`config.mk`:
```
export PLATFORM = sky130hd
export DESIGN_NAME = frame_ssp
export DESIGN_NICKNAME = d
export VERILOG_FILES = /design/src/rtl/frame_ssp_pkg.sv /design/src/rtl/frame_ssp_timing.sv /design/src/rtl/frame_ssp_frame.sv /design/src/rtl/frame_ssp_shift.sv /design/src/rtl/frame_ssp.sv
export SDC_FILE = /design/constraint.sdc
export NUM_CORES = 1
export LEC_CHECK = 0
export BUFFER_PORTS_ARGS = -buffer_cell sky130_fd_sc_hd__buf_4
export CORE_AREA = 2 2 144 146
export CTS_CLUSTER_DIAMETER = 40
export CTS_CLUSTER_SIZE = 24
export DETAILED_ROUTE_END_ITERATION = 8
export DIE_AREA = 0 0 146 148
export SLEW_MARGIN = 5
export SYNTH_ARGS = -nofsm -noshare
export SYNTH_HDL_FRONTEND = slang
export SYNTH_SLANG_ARGS = --single-unit
```
`constraint.sdc`:
```
create_clock -name clk -period 10.35 [get_ports clk]
set_clock_uncertainty 0.2 [all_clocks]
set_input_delay 3.105 -clock clk [delete_from_list [all_inputs] [get_ports clk]]
set_output_delay 3.105 -clock clk [all_outputs]
set_load 0.05 [all_outputs]
```
`src/rtl/frame_ssp_pkg.sv`:
```
// Package: shared widths, control word layout and sequencer state type.
// Assumes a 32-bit control word; field positions below are the block's
// contract with software.
package frame_ssp_pkg;
    localparam int WLEN_W = 5;                 // word length field width
    localparam int POS_W  = 6;                 // frame position field width
    localparam int DLY_W  = 5;                 // initial delay field width
    localparam int DIV_W  = 6;                 // divider field width
    localparam int DATA_W = 2 ** WLEN_W;       // widest word

    typedef struct packed {
        logic              en;         // 31
        logic              msb_first;  // 30
        logic              cpol;       // 29
        logic [WLEN_W-1:0] wlen_m1;    // 28:24
        logic [POS_W-1:0]  frm_end;    // 23:18
        logic [DLY_W-1:0]  delay;      // 17:13
        logic              frm_pol;    // 12
        logic [POS_W-1:0]  frm_start;  // 11:6
        logic [DIV_W-1:0]  div;        // 5:0
    } ssp_cfg_t;

    typedef enum logic [1:0] {
        ST_IDLE  = 2'd0,
        ST_DELAY = 2'd1,
        ST_SHIFT = 2'd2
    } ssp_state_t;
endpackage

```
`src/rtl/frame_ssp_timing.sv`:
```
// Module: transfer sequencer. Runs the delay period, then N bit periods of
// 2*(div+1) base clocks each, and produces the serial clock, the bit index
// and the sample/finish strobes.
// Assumes the configuration inputs are stable while busy.
module frame_ssp_timing
    import frame_ssp_pkg::*;
#(
    parameter int DIV_W_P = DIV_W,
    parameter int DLY_W_P = DLY_W,
    parameter int IDX_W   = WLEN_W
) (
    input  logic               clk,
    input  logic               rst_n,
    input  logic               start,
    input  logic [DLY_W_P-1:0] delay,
    input  logic [DIV_W_P-1:0] div,
    input  logic [IDX_W-1:0]   last_idx,
    input  logic               cpol,
    output logic               busy,
    output logic               sck,
    output logic [IDX_W-1:0]   bit_idx,
    output logic               sample_stb,
    output logic               finish_stb
);
    localparam logic [DLY_W_P-1:0] DLY_ONE = 1;
    localparam logic [DIV_W_P-1:0] DIV_ONE = 1;
    localparam logic [IDX_W-1:0]   IDX_ONE = 1;

    ssp_state_t         st;
    logic [DLY_W_P-1:0] dcnt;
    logic [DIV_W_P-1:0] hcnt;
    logic               half;
    logic [IDX_W-1:0]   bcnt;
    logic               half_end;

    // End of a half bit period.
    assign half_end   = (st == ST_SHIFT) && (hcnt == div);
    assign sample_stb = half_end && !half;
    assign finish_stb = half_end && half && (bcnt == last_idx);
    assign busy       = (st != ST_IDLE);
    assign bit_idx    = bcnt;
    // The clock leaves its resting level only in the second half of a bit.
    assign sck        = cpol ^ ((st == ST_SHIFT) && half);

    // Sequencer state and counters.
    always_ff @(posedge clk) begin
        if (!rst_n) begin
            st   <= ST_IDLE;
            dcnt <= '0;
            hcnt <= '0;
            half <= 1'b0;
            bcnt <= '0;
        end else begin
            case (st)
                ST_IDLE: begin
                    if (start) begin
                        st   <= (delay != '0) ? ST_DELAY : ST_SHIFT;
                        dcnt <= '0;
                        hcnt <= '0;
                        half <= 1'b0;
                        bcnt <= '0;
                    end
                end
                ST_DELAY: begin
                    if (dcnt == delay - DLY_ONE) st <= ST_SHIFT;
                    else                         dcnt <= dcnt + DLY_ONE;
                end
                ST_SHIFT: begin
                    if (hcnt == div) begin
                        hcnt <= '0;
                        half <= ~half;
                        if (half) begin
                            if (bcnt == last_idx) st <= ST_IDLE;
                            else                  bcnt <= bcnt + IDX_ONE;
                        end
                    end else begin
                        hcnt <= hcnt + DIV_ONE;
                    end
                end
                default: st <= ST_IDLE;
            endcase
        end
    end
endmodule

```
`src/rtl/frame_ssp_frame.sv`:
```
// Module: frame strobe generator. Counts base clocks from the start of a
// transfer (saturating) and drives the strobe active inside [start, end),
// or for the single count 'start' when end <= start.
// Assumes position inputs are stable while busy.
module frame_ssp_frame
    import frame_ssp_pkg::*;
#(
    parameter int POS_W_P = POS_W
) (
    input  logic               clk,
    input  logic               rst_n,
    input  logic               start,
    input  logic               busy,
    input  logic               pol,
    input  logic [POS_W_P-1:0] pos_start,
    input  logic [POS_W_P-1:0] pos_end,
    output logic               frm
);
    localparam int              FCNT_W   = POS_W_P + 1;
    localparam logic [FCNT_W-1:0] FCNT_MAX = '1;
    localparam logic [FCNT_W-1:0] FCNT_ONE = 1;

    logic [FCNT_W-1:0] fcnt;
    logic [FCNT_W-1:0] s_ext;
    logic [FCNT_W-1:0] e_eff;
    logic              hit;

    // Effective window bounds.
    assign s_ext = {1'b0, pos_start};
    assign e_eff = (pos_end > pos_start) ? {1'b0, pos_end} : s_ext + FCNT_ONE;
    assign hit   = busy && (fcnt >= s_ext) && (fcnt < e_eff);
    assign frm   = hit ? pol : ~pol;

    // Base-clock count since transfer start.
    always_ff @(posedge clk) begin
        if (!rst_n)                        fcnt <= '0;
        else if (start)                    fcnt <= '0;
        else if (busy && fcnt != FCNT_MAX) fcnt <= fcnt + FCNT_ONE;
    end
endmodule

```
`src/rtl/frame_ssp_shift.sv`:
```
// Module: full-duplex data path. Holds the transmit word, selects the bit
// to drive by index and order, gathers received bits into the same
// positions and publishes the received word at the end of a transfer.
// Assumes bit_idx never exceeds last_idx.
module frame_ssp_shift
    import frame_ssp_pkg::*;
#(
    parameter int IDX_W = WLEN_W,
    localparam int DW   = 2 ** IDX_W
) (
    input  logic             clk,
    input  logic             rst_n,
    input  logic             start,
    input  logic [DW-1:0]    tx_word,
    input  logic             busy,
    input  logic             msb_first,
    input  logic [IDX_W-1:0] last_idx,
    input  logic [IDX_W-1:0] bit_idx,
    input  logic             sample_stb,
    input  logic             finish_stb,
    input  logic             sdi,
    output logic             sdo,
    output logic [DW-1:0]    rx_word
);
    logic [DW-1:0]    tx_q;
    logic [DW-1:0]    rx_acc;
    logic [IDX_W-1:0] pos;

    // Wire position of the current bit.
    assign pos = msb_first ? (last_idx - bit_idx) : bit_idx;
    assign sdo = busy & tx_q[pos];

    // Transmit word capture.
    always_ff @(posedge clk) begin
        if (!rst_n)     tx_q <= '0;
        else if (start) tx_q <= tx_word;
    end

    // Receive assembly and publication.
    always_ff @(posedge clk) begin
        if (!rst_n) begin
            rx_acc  <= '0;
            rx_word <= '0;
        end else begin
            if (start)           rx_acc      <= '0;
            else if (sample_stb) rx_acc[pos] <= sdi;
            if (finish_stb)      rx_word     <= rx_acc;
        end
    end
endmodule

```
`src/rtl/frame_ssp.sv`:
```
// Module: framed synchronous serial master top. Holds the control word,
// copies it at transfer start, and joins sequencer, frame and data path.
// Assumes one word per transmit write; writes while busy are dropped.
module frame_ssp
    import frame_ssp_pkg::*;
(
    input  logic              clk,
    input  logic              rst_n,
    input  logic              ctrl_we,
    input  logic [31:0]       ctrl_wdata,
    input  logic              tx_we,
    input  logic [DATA_W-1:0] tx_wdata,
    output logic              busy,
    output logic              done,
    output logic [DATA_W-1:0] rx_data,
    output logic              ssp_sck,
    output logic              ssp_sdo,
    output logic              ssp_frm,
    input  logic              ssp_sdi
);
    ssp_cfg_t          ctrl_q;
    ssp_cfg_t          cfg_q;
    ssp_cfg_t          cfg_use;
    logic              start;
    logic [WLEN_W-1:0] bit_idx;
    logic              sample_stb;
    logic              finish_stb;

    // Live word when idle, frozen copy during a transfer.
    assign cfg_use = busy ? cfg_q : ctrl_q;
    assign start   = tx_we && cfg_use.en && !busy;

    // Software control word.
    always_ff @(posedge clk) begin
        if (!rst_n)       ctrl_q <= '0;
        else if (ctrl_we) ctrl_q <= ssp_cfg_t'(ctrl_wdata);
    end

    // Per-transfer configuration copy.
    always_ff @(posedge clk) begin
        if (!rst_n)     cfg_q <= '0;
        else if (start) cfg_q <= ctrl_q;
    end

    // Completion strobe.
    always_ff @(posedge clk) begin
        if (!rst_n) done <= 1'b0;
        else        done <= finish_stb;
    end

    frame_ssp_timing #(.DIV_W_P(DIV_W), .DLY_W_P(DLY_W), .IDX_W(WLEN_W)) u_timing (
        .clk(clk), .rst_n(rst_n), .start(start),
        .delay(cfg_use.delay), .div(cfg_use.div), .last_idx(cfg_use.wlen_m1),
        .cpol(cfg_use.cpol), .busy(busy), .sck(ssp_sck), .bit_idx(bit_idx),
        .sample_stb(sample_stb), .finish_stb(finish_stb)
    );

    frame_ssp_frame #(.POS_W_P(POS_W)) u_frame (
        .clk(clk), .rst_n(rst_n), .start(start), .busy(busy),
        .pol(cfg_use.frm_pol), .pos_start(cfg_use.frm_start),
        .pos_end(cfg_use.frm_end), .frm(ssp_frm)
    );

    frame_ssp_shift #(.IDX_W(WLEN_W)) u_shift (
        .clk(clk), .rst_n(rst_n), .start(start), .tx_word(tx_wdata),
        .busy(busy), .msb_first(cfg_use.msb_first), .last_idx(cfg_use.wlen_m1),
        .bit_idx(bit_idx), .sample_stb(sample_stb), .finish_stb(finish_stb),
        .sdi(ssp_sdi), .sdo(ssp_sdo), .rx_word(rx_data)
    );
endmodule

```
## Yosys cells after proc, flatten, opt, wreduce, memory -nomap -nowiden

Cells that the tools add are included.

| storage, ports and cells | value |
|---|---|
| logic and storage cells | 111 |
| input port bits | 69 |
| flip-flop bits (word level) | 187 |
| output and inout bits | 37 |

| operators by class | value |
|---|---|
| add/subtract/negate cells | 7 |
| eq/ne operators | 13 |
| reduce and logical (&&, ||, !) cells | 24 |
| muxes and demuxes | 29 |
| bitwise logic cells | 5 |
| magnitude comparators | 5 |

Operators with widths:

| operator | count |
|---|---|
| 32-bit bitwise mux | 1 |
| 32-bit 2-to-1 mux | 1 |
| 5-bit 2-to-1 mux | 6 |
| 5-bit one-hot mux with 2 select lines | 2 |
| 2-bit 2-to-1 mux | 6 |
| 6-bit 2-to-1 mux | 2 |
| 6-bit one-hot mux with 2 select lines | 1 |
| 1-bit logical AND | 11 |
| 5-bit by 1-bit adder with 5-bit output, second input constant | 2 |
| 5-bit == test | 2 |
| 2-bit inequality test, second input constant | 5 |
| 5-bit AND reduction | 2 |
| 6-bit by 1-bit adder with 7-bit output, second input constant | 1 |
| 7-bit by 1-bit adder with 7-bit output, second input constant | 1 |
| 7-bit by 6-bit >= comparator with 1-bit output | 1 |
| 7-bit less-than comparator | 1 |
| 7-bit 2-to-1 mux | 1 |
| 7-bit inequality test, second input constant | 1 |
| 6-bit by 1-bit adder with 6-bit output, second input constant | 1 |
| 6-bit == test | 1 |
| 6-bit > comparator | 1 |
| 5-bit by 6-bit less-than comparator with 1-bit output, second input constant | 1 |
| 2-bit one-hot mux with 3 select lines | 1 |
| 3-bit AND reduction | 2 |
| 19 further kinds | 29 |

## Longest topological paths before layout

| logic depth | value |
|---|---|
| word-level depth | 9 |
| gate-level depth with buffers | 21 |
| mapped depth without buffers | 18 |

## Hierarchy

From an unflattened synthesis, not the netlist that was laid out.

| second synthesis, totals | value |
|---|---|
| cell total of the unflattened synthesis | 999 |
| area, all modules | 9504.1 um2 |

By module, submodules not included:

| module | times used | area an instance (um2) | cells each | sequential area each (um2) |
|---|---|---|---|---|
| frame_ssp_shift | 1 | 4374.2 | 438 | 1921.8 |
| frame_ssp | 1 | 2832.7 | 276 | 1281.2 |
| frame_ssp_timing | 1 | 1421.4 | 175 | 380.4 |
| frame_ssp_frame | 1 | 875.8 | 110 | 140.1 |

## Least setup slack after synthesis

Ideal clock, no wire load.

| path | value |
|---|---|
| kind | register to output |
| from | register u_timing.st[1] |
| to | output port ssp_sdo |
| cell stages (with the launch flop) | 17 |
| buffers on the path | 3 |
| arrival time | 4.609 ns |
| path slack | 2.436 ns |
| cell sequence | dfxtp_1 buf_4 nor2_8 inv_4 buf_2 buf_1 nand2_1 nand2_1 ha_1 nor2b_1 o21ai_1 nor3b_1 nor2_1 o32ai_4 a22o_1 a221oi_1 o31ai_1 |

| on the way | value |
|---|---|
| cells in the longest elaborated chain, start to end | 7 |

Ends and longest elaborated chain:

| item | line | RTL |
|---|---|---|
| start: declaration | frame_ssp_timing.sv:29 | `ssp_state_t st;` |
| start signal: assignment | frame_ssp_timing.sv:57 | `st <= (delay != '0) ? ST_DELAY : ST_SHIFT;` |
| 2-bit nonzero test (*) | frame_ssp_timing.sv:40 | `assign busy = (st != ST_IDLE);` |
| via busy | frame_ssp.sv:13 | `output logic busy,` |
| 32-bit 2-to-1 mux | frame_ssp.sv:30 | `assign cfg_use = busy ? cfg_q : ctrl_q;` |
| 5-bit subtractor | frame_ssp_shift.sv:30 | `assign pos = msb_first ? (last_idx - bit_idx) : bit_idx;` |
| 5-bit 2-to-1 mux | frame_ssp_shift.sv:30 |  |
| 1-bit binary-select mux with 5-bit select | frame_ssp_shift.sv:31 | `assign sdo = busy & tx_q[pos];` |
| 1-bit 2-to-1 mux (not written as such) | frame_ssp_shift.sv:31 |  |
| 1-bit AND (*) | frame_ssp_shift.sv:31 |  |
| end: declaration | frame_ssp.sv:17 | `output logic ssp_sdo,` |

Mark *: on every way through the listed nets, which the timed path passes. The rest lies on a longest branch. The select of a mux whose other input is x is not followed.

## Worst setup path after layout

| path | value |
|---|---|
| from | register u_timing.st[1] |
| to | output port ssp_frm |

| on the way | value |
|---|---|
| cells in the longest elaborated chain, start to end | 7 |
| elaborated cells between the ends (all ways) | 11 |
| classes of those cells | add/sub (1); order compare (3); mux (3); bitwise (1); reduce/logical (3) |

Ends and longest elaborated chain:

| item | line | RTL |
|---|---|---|
| 2-bit nonzero test (*) | frame_ssp_timing.sv:40 |  |
| 32-bit 2-to-1 mux | frame_ssp.sv:30 |  |
| 6-bit by 1-bit adder with 7-bit output / 6-bit > comparator (equally long branches) | frame_ssp_frame.sv:30 | `assign e_eff = (pos_end > pos_start) ? {1'b0, pos_end} : s_ext + FCNT_ONE;` |
| 7-bit 2-to-1 mux | frame_ssp_frame.sv:30 |  |
| 7-bit less-than comparator | frame_ssp_frame.sv:31 | `assign hit = busy && (fcnt >= s_ext) && (fcnt < e_eff);` |
| 1-bit logical AND | frame_ssp_frame.sv:31 |  |
| 1-bit 2-to-1 mux (*) | frame_ssp_frame.sv:32 | `assign frm = hit ? pol : ~pol;` |
| end: declaration | frame_ssp.sv:18 | `output logic ssp_frm,` |

Mark *: on every way between the ends. The rest lies on a longest branch, timed or not.

==> metrics <==
Post-synth EDFFs 0; Clk Latency, worst-skew pair 0.44 ns; DR iter-0 viols 447; combinational family with the most area after synthesis simple AND/OR/NAND/NOR gates; IO Port Bufs 105; Clk pwr share 40.5%; Detailed Place HPWL 14.06 mm; max incr delay on CP 0.78 ns; Initial Util 44.27%; Hold WC Path Type register to register; Async SR Flop Fraction 0%; RSZ-0062 raised after global routing false; startpoint type of the worst setup path register; Post-CTS Setup Repair Bufs 0; n_diodes 0; Die W 146 um; share of post-route cells with drive strength above 1 15.58%; core area 20040 sq um; DR DRC count 0; Logic pwr share 12.5%; Reg clk slew, reported paths 0.07 ns; num rows 52; hold buffers post-CTS 0; switching power 453.7 uW; Worst Max-Slew Pin Slew 1.133 ns; Layout fillers 1968; antenna violations before repair 0; CTS root buffer clkbuf_16; Design Area, Final 10300 sq um; die area 21610 sq um; vias per inst 5.249; CP Cell Sequence nor2_8 -> inv_4 -> mux2i_1 -> ha_1 -> o211ai_1 -> o21ai_1 -> o22ai_1 -> o21ai_0 -> ha_1 -> a21o_1 -> a21o_1 -> a2111oi_0 -> o21ai_1 -> xnor2_1 -> buf_4; Routed WL 20.72 mm; Seq/Total Area, Yosys 41.97%; worst-path fanout max 27; Die Ht 148 um; syn nets 1106; Pleak 4.235 nW; post-synthesis xor/xnor area fraction 2.764%; first-pass GRT wire length 34.49 mm; Sw Share 28.64%; largest net degree at the start of global routing 74; multiplexer area fraction after synthesis 13.21%; RePlAce Congestion 0.8490; Final #Nets 1172; Final Setup Violations 0; hold slack 0.2516 ns; Synth Instances 1012; Avg WL per Cell 15.22 um; CP delay by family, top compound AO/OA/AOI/OAI gates; Area Overhead vs Synth 16.08%; Syn Area/Cell 8.767 sq um; max cap viols 0; internal power 1.130 mW; setup_tns 0 ns; Netlist cell types 69; Power Dens Cells 153.8 nW/um^2; 1st-pass router iterations 5; GRT Residual Overflow 0; share of power burned in registers 47.1%; Hold Violations, Final 0; post-synthesis adder-cell area fraction 3.949%; Final ANT Viol Nets 0; maximum clock rate 115.5 MHz; Worst IR Drop VDD 0.0001179 V; Longest Clk Path Bufs 2; Synth Register Bits 186; routed vias 7144; Worst Setup Slack, final 1.693 ns; TritonCTS clock tree done; most frequent cells in the layout 186 x dfxtp_1, 179 x nand2_1, 109 x mux2i_1, 109 x buf_4, 101 x nor2_1; post-cts sizing count 0; post-synthesis compound-gate area fraction 13.88%; DP Area 9718 sq um; Ports 106; Worst path slowest cell dfxtp_1; Final period util 83.64%; crit path DAT 5.35 ns; most common cell after layout, fill and taps aside dfxtp_1; Buf+Inv Stages, Crit Path 2; Ys Warns 0; vias in the first global route 6754; all-layer global routing usage 19.57%; Mapped Area 8872 sq um; ys flop type dfxtp_1; total CTS buffers 17; Max-Slew Margin vs Limit 23.85%; Worst setup EP type output pin; Sinks on Clock Net 186; final slew viol count 0; H-tree depth 4; Setup CP Type register to output pin; Worst EP required 7.05 ns; Tmin final 8.657 ns; outcome finished, final reports clean; simple-gate share of the synthesized area 19.83%; Setup WS pre-CTS 2.121 ns
## power by group through the flow
stage          registers [mW]  logic (mW)  clock network [mW]
2_1_floorplan           0.755       0.151                   0
3_3_place_gp            0.762       0.196                   0
3_5_place_dp            0.763       0.199                   0
4_1_cts                 0.746       0.200               0.656
5_1_grt                 0.748       0.221               0.687
6_report                0.746       0.198               0.641
## kinds of logic after synthesis
kind of cell / Yosys count
buffers and inverters: 77
AO/OA/AOI/OAI: 194
AND/OR/NAND/NOR: 383
adder cells (fa/ha/maj): 28
XOR/XNOR: 28
multiplexers: 116
flip-flops: 186
## worst paths after layout
check                   start            endpoint  slack [ns]  cells after the start
max reg2reg    u_timing.st[1]  u_shift.rx_acc[10]        5.95                     13
min reg2reg  u_shift.tx_q[13]    u_shift.tx_q[13]        0.25                      2
max            u_timing.st[1]             ssp_frm        1.69                     15
min          u_shift.tx_q[13]    u_shift.tx_q[13]        0.25                      2
## state kept, by name, indices dropped and copies added (netlist names)
name	flops
u_timing.st	2
u_timing.half	1
u_shift.tx_q	32
u_shift.rx_word	32
u_timing.hcnt	6
done	1
u_frame.fcnt	7
cfg_q	31
ctrl_q	32
u_timing.bit_idx	5
u_timing.dcnt	5
u_shift.rx_acc	32
## cell usage after synthesis (3+ instances only)
cell type | count | area [sq um]
o21ai_1 | 19 | 95.09
xnor2_1 | 18 | 157.7
mux2i_1 | 110 | 1101
o211ai_1 | 15 | 112.6
and3_1 | 7 | 43.79
or3_1 | 10 | 62.56
xor2_1 | 10 | 87.58
a21oi_1 | 87 | 435.4
o21a_1 | 5 | 37.54
a311oi_1 | 4 | 35.03
nor3_1 | 9 | 45.04
nor2_1 | 101 | 379.1
o21ai_0 | 19 | 95.09
nand2b_1 | 3 | 18.77
nor2b_1 | 5 | 31.28
o31ai_1 | 16 | 120.1
a22oi_1 | 3 | 22.52
mux2_2 | 4 | 45.04
a211oi_1 | 3 | 22.52
nand2_1 | 179 | 671.9
nand4_1 | 7 | 43.79
buf_6 | 8 | 90.09
ha_1 | 24 | 300.3
dfxtp_1 | 186 | 3724
inv_1 | 13 | 48.80
clkbuf_1 | 33 | 123.9
buf_2 | 7 | 35.03
maj3_1 | 3 | 30.03
nand3_1 | 39 | 195.2
buf_4 | 5 | 37.54
nor3b_1 | 6 | 45.04
buf_1 | 8 | 30.03
## through the flow
step / util, % / total power [mW] / cells
detailed placement: 48.50 / 0.9617 / 1329
finish: 51.39 / 1.584 / 1361
floorplan: - / 0.9060 / 1012
global route: 51.39 / 1.656 / 1361
global placement: 48.50 / 0.9584 / 1329
CTS: 51.39 / 1.601 / 1361
## routing by layer
layer / GRT usage [%] / routed length [um]
met5: 0 / 0
met2: 31.98 / 9849
met4: 5.291 / 257
met1: 26.38 / 9853
met3: 4.198 / 754
## tightest hold or removal path: cells and delay by family (launching register included)
kind            cells  cell delay [ns]
simple gates        1             0.05
flops               1             0.31
compound gates      1             0.05
## final cells by class
type                            instances  area (sq um)  area share (%)
Clock inverter                         15         155.1           1.507
Tap cell                              270         337.8           3.280
Sequential cell                       186          3724           36.16
Timing Repair Buffer                  109         818.3           7.946
Multi-Input combinational cell        749          4777           46.39
Clock buffer                           17         425.4           4.131
Inverter                               15         61.31          0.5953
Power figures use the tool's default switching activity.
